--- config.mk ---
export PLATFORM = sky130hd
export DESIGN_NAME = act_ctrl
export DESIGN_NICKNAME = d
export VERILOG_FILES = /design/src/rtl/act_pkg.sv /design/src/rtl/act_sync.sv /design/src/rtl/act_interval.sv /design/src/rtl/act_ctrl.sv
export SDC_FILE = /design/constraint.sdc
export NUM_CORES = 1
export LEC_CHECK = 0
export ABC_AREA = 0
export CAP_MARGIN = 40
export CORE_ASPECT_RATIO = 1.75
export CORE_MARGIN = 2
export CORE_UTILIZATION = 59
export CTS_CLUSTER_DIAMETER = 60
export CTS_CLUSTER_SIZE = 10
export DETAILED_ROUTE_END_ITERATION = 7
export MAX_ROUTING_LAYER = met4
export PLACE_DENSITY = 0.88
export SYNTH_ARGS = -nofsm -noshare
export SYNTH_HDL_FRONTEND = slang
export SYNTH_SLANG_ARGS = --single-unit
--- constraint.sdc ---
create_clock -name clk -period 6.5 [get_ports clk]
set_input_delay 1.3 -clock clk [delete_from_list [all_inputs] [get_ports clk]]
set_output_delay 1.3 -clock clk [all_outputs]
set_load 0.02 [all_outputs]
--- src/rtl/act_pkg.sv ---
package act_pkg;
    typedef enum logic [1:0] {
        ST_IDLE  = 2'd0,
        ST_ARMED = 2'd1,
        ST_FIRE  = 2'd2
    } act_state_e;

    typedef enum logic [1:0] {
        OP_CLR   = 2'd0,
        OP_ARM   = 2'd1,
        OP_FIRE  = 2'd2,
        OP_ABORT = 2'd3
    } act_op_e;

    localparam int CODE_W   = 9;
    localparam int CODE_MIN = 10;
    localparam int CODE_MAX = 256;
    localparam int ARM_WIN  = 16;

    function automatic logic [CODE_W-1:0] clamp_code(input logic [CODE_W-1:0] c);
        if (c < CODE_W'(CODE_MIN))      return CODE_W'(CODE_MIN);
        else if (c > CODE_W'(CODE_MAX)) return CODE_W'(CODE_MAX);
        else                            return c;
    endfunction
endpackage

--- src/rtl/act_sync.sv ---
module act_sync #(
    parameter int W = 8
) (
    input  logic         clk,
    input  logic         rst_n,
    input  logic [W-1:0] async_in,
    output logic [W-1:0] sync_out
);
    logic [W-1:0] meta_q, stab_q;

    always_ff @(posedge clk or negedge rst_n) begin
        if (!rst_n) begin
            meta_q <= '0;
            stab_q <= '0;
        end else begin
            meta_q <= async_in;
            stab_q <= meta_q;
        end
    end

    assign sync_out = stab_q;
endmodule

--- src/rtl/act_interval.sv ---
module act_interval
    import act_pkg::*;
#(
    parameter int TICK_DIV = 1048576
) (
    input  logic              clk,
    input  logic              rst_n,
    input  logic              start,
    input  logic              run,
    input  logic [CODE_W-1:0] len,
    output logic              expire
);
    localparam int PW = $clog2(TICK_DIV + 1);
    localparam logic [PW-1:0] PRE_TOP = PW'(TICK_DIV - 1);

    typedef struct packed {
        logic [PW-1:0]     pre;
        logic [CODE_W-1:0] six;
    } tmr_t;

    tmr_t tmr_d, tmr_q;

    always_comb begin
        tmr_d = tmr_q;
        if (start) begin
            tmr_d.pre = PRE_TOP;
            tmr_d.six = len - CODE_W'(1);
        end else if (run) begin
            if (tmr_q.pre == '0) begin
                if (tmr_q.six != '0) begin
                    tmr_d.six = tmr_q.six - CODE_W'(1);
                    tmr_d.pre = PRE_TOP;
                end
            end else begin
                tmr_d.pre = tmr_q.pre - PW'(1);
            end
        end
    end

    always_ff @(posedge clk or negedge rst_n) begin
        if (!rst_n) tmr_q <= '0;
        else        tmr_q <= tmr_d;
    end

    assign expire = run && (tmr_q.pre == '0) && (tmr_q.six == '0);
endmodule

--- src/rtl/act_ctrl.sv ---
module act_ctrl
    import act_pkg::*;
#(
    parameter int N_ACT    = 8,
    parameter int NOFB_CH  = 7,
    parameter int TICK_DIV = 1048576
) (
    input  logic             clk,
    input  logic             rst_n,
    input  logic             wr_en,
    input  logic [1:0]       wr_addr,
    input  logic [15:0]      wr_data,
    input  logic [1:0]       rd_addr,
    output logic [15:0]      rd_data,
    input  logic [N_ACT-1:0] fb_in,
    output logic [N_ACT-1:0] drive
);
    localparam int AW = (N_ACT > 1) ? $clog2(N_ACT) : 1;

    typedef struct packed {
        act_state_e        state;
        logic [AW-1:0]     arm_addr;
        logic              err;
        logic              hold_cfg;
        logic [CODE_W-1:0] code;
        logic              hold;
        logic [N_ACT-1:0]  drv;
    } ctl_t;

    ctl_t ctl_d, ctl_q;

    logic              tmr_start, tmr_run, tmr_exp;
    logic [CODE_W-1:0] tmr_len;
    logic [N_ACT-1:0]  fb_sync, fb_stat;

    logic          cmd_wr, cfg_wr;
    act_op_e       op;
    logic [AW-1:0] op_addr;

    assign cmd_wr  = wr_en && (wr_addr == 2'd1);
    assign cfg_wr  = wr_en && (wr_addr == 2'd0);
    assign op      = act_op_e'(wr_data[1:0]);
    assign op_addr = wr_data[8+AW-1:8];

    always_comb begin
        ctl_d     = ctl_q;
        tmr_start = 1'b0;
        tmr_len   = CODE_W'(ARM_WIN);
        if (cfg_wr) begin
            ctl_d.code     = wr_data[CODE_W-1:0];
            ctl_d.hold_cfg = wr_data[15];
        end
        if (cmd_wr && op == OP_CLR) ctl_d.err = 1'b0;
        unique case (ctl_q.state)
            ST_IDLE: begin
                if (cmd_wr && op == OP_ARM) begin
                    ctl_d.state    = ST_ARMED;
                    ctl_d.arm_addr = op_addr;
                    tmr_start      = 1'b1;
                end else if (cmd_wr && op == OP_FIRE) begin
                    ctl_d.err = 1'b1;
                end
            end
            ST_ARMED: begin
                if (cmd_wr && op == OP_FIRE) begin
                    if (op_addr == ctl_q.arm_addr) begin
                        ctl_d.state = ST_FIRE;
                        ctl_d.hold  = ctl_q.hold_cfg;
                        ctl_d.drv   = N_ACT'(1) << op_addr;
                        tmr_len     = clamp_code(ctl_q.code);
                        tmr_start   = 1'b1;
                    end else begin
                        ctl_d.err   = 1'b1;
                        ctl_d.state = ST_IDLE;
                    end
                end else if (cmd_wr && op == OP_ARM) begin
                    ctl_d.arm_addr = op_addr;
                    tmr_start      = 1'b1;
                end else if (cmd_wr && op == OP_ABORT) begin
                    ctl_d.state = ST_IDLE;
                end else if (tmr_exp) begin
                    ctl_d.state = ST_IDLE;
                end
            end
            ST_FIRE: begin
                if (cmd_wr && op == OP_ABORT) begin
                    ctl_d.state = ST_IDLE;
                    ctl_d.drv   = '0;
                end else if (cmd_wr && (op == OP_ARM || op == OP_FIRE)) begin
                    ctl_d.err = 1'b1;
                end else if (tmr_exp) begin
                    ctl_d.state = ST_IDLE;
                    ctl_d.drv   = '0;
                end
            end
            default: begin
                ctl_d.state = ST_IDLE;
                ctl_d.drv   = '0;
            end
        endcase
    end

    always_ff @(posedge clk or negedge rst_n) begin
        if (!rst_n) ctl_q <= '{state: ST_IDLE, default: '0};
        else        ctl_q <= ctl_d;
    end

    assign tmr_run = (ctl_q.state == ST_ARMED) ||
                     (ctl_q.state == ST_FIRE && !ctl_q.hold);

    act_interval #(.TICK_DIV(TICK_DIV)) u_tmr (
        .clk    (clk),
        .rst_n  (rst_n),
        .start  (tmr_start),
        .run    (tmr_run),
        .len    (tmr_len),
        .expire (tmr_exp)
    );

    act_sync #(.W(N_ACT)) u_fb_sync (
        .clk      (clk),
        .rst_n    (rst_n),
        .async_in (fb_in),
        .sync_out (fb_sync)
    );

    for (genvar i = 0; i < N_ACT; i++) begin : g_fb
        if (i == NOFB_CH) begin : g_none
            assign fb_stat[i] = 1'b0;
        end else begin : g_live
            assign fb_stat[i] = fb_sync[i];
        end
    end

    always_comb begin
        rd_data = '0;
        unique case (rd_addr)
            2'd0: begin
                rd_data[CODE_W-1:0] = ctl_q.code;
                rd_data[15]         = ctl_q.hold_cfg;
            end
            2'd1: begin
                rd_data[15]     = ctl_q.err;
                rd_data[9:8]    = ctl_q.state;
                rd_data[AW-1:0] = ctl_q.arm_addr;
            end
            2'd2:    rd_data[N_ACT-1:0] = fb_stat;
            default: rd_data = '0;
        endcase
    end

    assign drive = ctl_q.drv;

    logic [1:0] cur_state;
    logic       cur_err;
    assign cur_state = ctl_q.state;
    assign cur_err   = ctl_q.err;
endmodule

==> flow_metrics.py, run 1 <==
metrics = {
    "run_status": {
        "outcome": "finished clean",
    },
    "critical_path": {
        "r2r_slack_ps": 3380,
        "worst_setup_path_end_kind": "output port",
        "worst_ep_arrival_time_ps": 3280,
        "critical_path_class": "in -> out",
        "cp.required_ps": 5200,
        "path_cells": "clkdlybuf4s50_1 -> nor2b_1 -> nand2_1 -> o21ai_0 -> clkdlybuf4s50_1",
        "setup.worst_path.start_class": "input port",
        "slowest_delay_ps": 850,
        "cp_max_fo": 12,
        "slowest_stage": "clkdlybuf4s50_1",
        "cpMostUsedCell": "clkdlybuf4s50_1",
    },
    "sta": {
        "max_freq_mhz": 218.2,
        "fin_skew_ps": 5.843,
        "relSlewSlack_pct": 42.88,
        "setup_viol": 0,
        "fin_crit_sh_pct": 70.50,
        "drv_slew": 0,
        "finalHoldViolCount": 0,
        "fin_tns_setup_ps": 0,
        "tightest_slew_ps": 856.8,
        "timing.hold.ws_ps": 355.9,
        "fin_crit_ps": 4583,
        "rsz0062_at_grt": "false",
    },
    "layout": {
        "fillers": 453,
        "drive_gt1_share_pct": 13.49,
        "final_util_pct": 71.05,
        "antenna_cells": 0,
        "register_area_um2": 1727,
        "layout-area-overhead-vs-synth_pct": 17.63,
        "final_nets": 447,
        "multiInputGateArea_um2": 1844,
        "final_cell_mix": "dfrtp_1, clkdlybuf4s50_1, nand2_1, nor2_1, mux2_2",
        "layout_commonest_cell": "dfrtp_1",
        "stdcell_count": 495,
    },
    "grt": {
        "grtUsageMet2_pct": 47.25,
        "grt_use_met3_pct": 6.708,
        "use_met1_pct": 27.74,
        "busiest_layer": "met2",
        "grt_start_max_net_pins": 70,
        "first_global_vias": 2991,
        "grt_first_pass_wirelength_um": 13950,
        "grt_usage_pct": 26.61,
        "antenna_found_initial": 0,
        "grt_overflow_total": 0,
    },
    "route": {
        "wl_um": 8343,
        "routedWlPerCell_um": 16.85,
        "drtIter0Drc": 184,
        "remaining_drc_errors": 0,
        "drt_pre_antenna_iters": 5,
        "ant_nets": 0,
        "vias_per_cell": 6.093,
        "vias": 3016,
    },
    "cts": {
        "clock_sinks": 69,
        "root_buffer": "clkbuf_8",
        "cts_tree": "built",
        "cts_resized": 0,
        "clkTransAtPathRegs_ps": 70,
        "cts_setup_buffers": 0,
        "hold_buffers": 0,
        "cts_buffers": 9,
        "clock_latency_ps": 350,
        "cts_max_level": 3,
        "clockBufferDepth": 2,
    },
    "yosys": {
        "ys_warn_count": 0,
        "synth.distinct_cells": 63,
        "syn_area_um2": 3734,
        "ys_seq_area_share_pct": 46.25,
        "avgSynthCellArea_um2": 10.04,
        "synthCells": 372,
        "async_reset_ff_share_pct": 100.0,
        "synthFlopType": "dfrtp_1",
        "synth-seq-cells": 69,
        "synth-edff-count": 0,
    },
    "power_and_ir_drop": {
        "sw_frac_of_total_pct": 29.69,
        "clkPwrFrac_pct": 31.7,
        "seqPwrFrac_pct": 46.8,
        "p_per_area_nw_per_um2": 279.1,
        "leakage_nw": 1.794,
        "p_total_mw": 1.226,
        "pwr-share-comb_pct": 21.5,
        "peakVddDrop_v": 0.0002740,
        "internal_power_mw": 0.8617,
        "p_sw_mw": 0.3639,
    },
    "placed_design": {
        "dpl.cell_count": 479,
        "gp_congestion": 0.9020,
        "place_hpwl_um": 5997,
        "io_buffer_count": 44,
    },
    "die": {
        "core_um2": 6181,
        "die_x_um": 64.14,
        "die_h_um": 109.2,
        "std_cell_rows": 38,
        "die_area_um2": 7006,
        "ios": 55,
        "initial_utilization_pct": 60.40,
    },
    "hold_path": {
        "worstHoldPathType": "reg -> reg",
    },
    "flow_run": {
        "cap_violations": 0,
    },
}
layout make-up:
cell class	count	area share, %
clock buffers	12	3.533
clock inverters	4	1.595
inverters	6	0.5128
multi-input cells	275	41.99
flip-flops and latches	69	39.32
well taps	80	2.279
repair buffers	49	10.77
power by group through the flow:
stage | Clock [mW] | Sequential, mW | Combinational (mW)
final | 0.389 | 0.573 | 0.264
after floorplan | 0 | 0.555 | 0.191
after global placement | 0 | 0.572 | 0.250
after global routing | 0.415 | 0.582 | 0.296
after detailed placement | 0 | 0.578 | 0.260
after CTS | 0.397 | 0.571 | 0.263
layer usage:
layer | wire length, um | share of wire, % | vias up
met3 | 309 | 3.7 | 21
li1 | - | - | 1403
met4 | 203 | 2.4 | 0
met1 | 3180 | 38 | 1496
met2 | 4649 | 56 | 96
met5 | 0 | 0 | -
Yosys cell counts, drive strengths merged (7+ instances only):
cell	number	area, um^2
dfrtp	69	1727
nand2	40	150.1
nor2	33	131.4
mux2	25	281.5
o21ai	20	100.1
buf	17	120.1
nand3	13	65.06
a21oi	12	60.06
mux2i	11	110.1
nor3	10	50.05
clkbuf	9	35.03
xnor2	8	70.07
xor2	7	61.31
worst paths after layout:
kind / start / endpoint / depth (start not counted)
worst max-delay path: rd_addr[1] / rd_data[0] / 5
worst min-delay path: u_fb_sync.meta_q[6] / u_fb_sync.sync_out[6] / 0
worst max register to register: u_tmr.tmr_q[9] / drive[1] / 9
worst min register to register: u_fb_sync.meta_q[6] / u_fb_sync.sync_out[6] / 0
max in group asynchronous: rst_n / u_tmr.tmr_q[15] / 2
min in group asynchronous: rst_n / drive[6] / 2
cells by family after synthesis:
| family | synth area share, % |
|---|---|
| buffers and inverters | 4.758 |
| adder cells (fa/ha/maj) | 2.011 |
| multiplexers | 10.49 |
| AO/OA/AOI/OAI | 12.80 |
| flip-flops | 46.25 |
| AND/OR/NAND/NOR | 20.07 |
| XOR/XNOR | 3.519 |
| other | 0.1004 |
sequential cells by signal (all words and copies together) (netlist names):
name / flops
cur_state: 2
u_fb_sync.meta_q: 7
cur_err: 1
drive: 8
u_fb_sync.sync_out: 7
u_tmr.tmr_q: 30
ctl_q: 14
critical path: cells and delay by family:
kind / cells / cell delay [ps]
AO/OA/AOI/OAI: 1 / 80
buffers and inverters: 2 / 1480
AND/OR/NAND/NOR: 2 / 420
per-stage QoR:
stage               instance area, um^2  setup WS (ps)
floorplan                          3749           2599
global placement                   4167           1791
detailed placement                 4167           1693
CTS                                4392           1928
global route                       4392           1654
finish                             4392           1917
(Power assumes the default switching activity.)
==> run 2, diff against run 1 <==
Settings changed: CORE_UTILIZATION 59 to 54, PLACE_DENSITY 0.88 to 0.81.
Clock period 6.5 ns to 4.5 ns, I/O delays scaled along.
==> run 2 against run 1 <==
Net effect: worst setup slack got worse by 1300 ps; clock-buffer cell count fell by 1; core utilization fell by 4.4 points; flip-flop and latch count did not move; die area rose by 8.8%; global-route usage fell by 1.1 points; total power rose by 58%; via count fell by 0.13%; combinational power rose by 45%; critical path depth rose by 7.
==> flow_metrics.py, run 2 (synthesis gave the netlist of run 1 again) <==
metrics = {
    "critical_path": {
        "path_buf_inv": 2,
        "cp_max_fo": 6,
        "crit_family": "compound AO/OA/AOI/OAI gates",
        "cpMostUsedCell": "ha_1",
        "critical_path_class": "in -> reg",
        "reg2regPathDepth": 9,
        "worst_ep_arrival_time_ps": 4040,
        "slowest_stage": "clkdlybuf4s50_1",
        "worst_setup_path_end_kind": "flop",
        "slowest_delay_ps": 570,
        "cp.required_ps": 4690,
        "crit_cells": 12,
        "path_cells": "clkdlybuf4s50_1 -> inv_1 -> ha_1 -> a21boi_0 -> a41oi_1 -> nand2b_1 -> a32oi_1 -> ha_1 -> o221ai_1 -> nor3b_1 -> a31o_2 -> o211ai_1",
        "setup.worst_path.start_class": "input port",
    },
    "cts": {
        "clockBufferDepth": 2,
        "clock_latency_ps": 330,
        "cts_buffers": 9,
        "clock_sinks": 69,
        "clkTransAtPathRegs_ps": 50,
        "cts_resized": 0,
        "cts_setup_buffers": 0,
        "cts_max_level": 3,
        "root_buffer": "clkbuf_16",
        "hold_buffers": 0,
        "cts_tree": "built",
    },
    "layout": {
        "register_area_um2": 1727,
        "final_nets": 450,
        "layout-area-overhead-vs-synth_pct": 20.54,
        "stdcell_count": 501,
        "drive_gt1_share_pct": 13.67,
        "stdcell_area_um2": 4501,
        "multiInputGateArea_um2": 1844,
        "largest_reg_flops": 30,
        "final_cell_mix": "dfrtp_1, clkdlybuf4s50_1, nand2_1, nor2_1, mux2_2",
        "antenna_cells": 0,
        "layout_commonest_cell": "dfrtp_1",
        "final_util_pct": 66.61,
        "largest_register": "u_tmr.tmr_q",
        "fillers": 531,
    },
    "sta": {
        "fin_skew_ps": 7.213,
        "setup_viol": 0,
        "max_freq_mhz": 259.7,
        "relSlewSlack_pct": 51.07,
        "rsz0062_at_grt": "false",
        "fin_ws_ps": 648.9,
        "finalHoldViolCount": 0,
        "tightest_slew_ps": 726.3,
        "fin_crit_sh_pct": 85.58,
        "timing.hold.ws_ps": 345.3,
        "fin_crit_ps": 3851,
        "fin_tns_setup_ps": 0,
        "drv_slew": 0,
    },
    "die": {
        "initial_utilization_pct": 55.26,
        "die_h_um": 114,
        "die_x_um": 66.86,
        "std_cell_rows": 40,
        "die_area_um2": 7621,
        "core_um2": 6756,
        "ios": 55,
    },
    "grt": {
        "use_met1_pct": 24.33,
        "grtUsageMet2_pct": 45.20,
        "grt_start_max_net_pins": 38,
        "grt_first_pass_wirelength_um": 14260,
        "grt_overflow_total": 0,
        "antenna_found_initial": 0,
        "busiest_layer": "met2",
        "grt_usage_pct": 25.55,
        "first_global_vias": 3094,
        "grt_use_met3_pct": 6.410,
    },
    "route": {
        "routedWlPerCell_um": 17.32,
        "drtIter0Drc": 154,
        "remaining_drc_errors": 0,
        "drt_pre_antenna_iters": 4,
        "ant_nets": 0,
        "wl_um": 8675,
        "vias": 3012,
        "vias_per_cell": 6.012,
    },
    "flow_run": {
        "cap_violations": 0,
    },
    "placed_design": {
        "io_buffer_count": 44,
        "gp_congestion": 0.8843,
        "pre_cts_ws_ps": 357.8,
        "dpl.cell_count": 486,
        "placed_cell_area_um2": 4194,
        "place_hpwl_um": 6353,
    },
    "power_and_ir_drop": {
        "leakage_nw": 1.843,
        "peakVddDrop_v": 0.0002793,
        "p_per_area_nw_per_um2": 430.8,
        "p_total_mw": 1.939,
    },
    "hold_path": {
        "hold_path_depth": 0,
        "worstHoldPathType": "reg -> reg",
    },
    "run_status": {
        "outcome": "finished clean",
    },
}
==> run 2: cell types whose count changed in the layout (fill, tap and decap cells not counted) <==
| cell | before | now |
|---|---|---|
| clkbuf_16 | 0 | 9 |
| clkinv_4 | 0 | 1 |
| clkbuf_8 | 11 | 0 |
| clkinv_2 | 2 | 1 |
| clkbuf_1 | 1 | 2 |
| buf_4 | 5 | 8 |
==> run 2: final timing paths <==
| check | from | to | slack [ps] |
|---|---|---|---|
| worst max-delay path | wr_data[0] | u_tmr.tmr_q[6] | 650 |
| worst max register to register | u_tmr.tmr_q[9] | drive[4] | 1320 |
| max in group asynchronous | rst_n | u_fb_sync.sync_out[5] | 2930 |
| worst min register to register | u_fb_sync.meta_q[3] | u_fb_sync.sync_out[3] | 350 |
| worst min-delay path | u_fb_sync.meta_q[3] | u_fb_sync.sync_out[3] | 350 |
| min in group asynchronous | rst_n | drive[6] | 630 |
==> run 2: routing by layer <==
metal | part of all wire, % | vias up
li1 | - | 1408
met1 | 36 | 1482
met3 | 4.1 | 25
met4 | 3.3 | 0
met5 | 0 | -
met2 | 57 | 97
==> run 2: cell type report <==
cell class                      count  share of cell area [%]
Clock buffer                       11                   5.171
Inverter                            6                  0.5004
Multi-Input combinational cell    275                   40.98
Sequential cell                    69                   38.37
Tap cell                           84                   2.335
Clock inverter                      4                   1.640
Timing Repair Buffer               52                   11.01
==> run 2: report_power, final <==
group          internal, mW  switching, mW
sequential            0.722          0.109
combinational         0.185          0.197
clock                 0.481          0.244
==> run 2: worst register-to-register path, delay by kind of cell, from the launching register on <==
| kind | cells | cell delay (ps) |
|---|---|---|
| AND/OR/NAND/NOR | 5 | 1950 |
| flip-flops | 1 | 400 |
| multiplexers | 1 | 370 |
| adder cells (fa/ha/maj) | 1 | 180 |
| AO/OA/AOI/OAI | 1 | 90 |
| buffers and inverters | 1 | 70 |
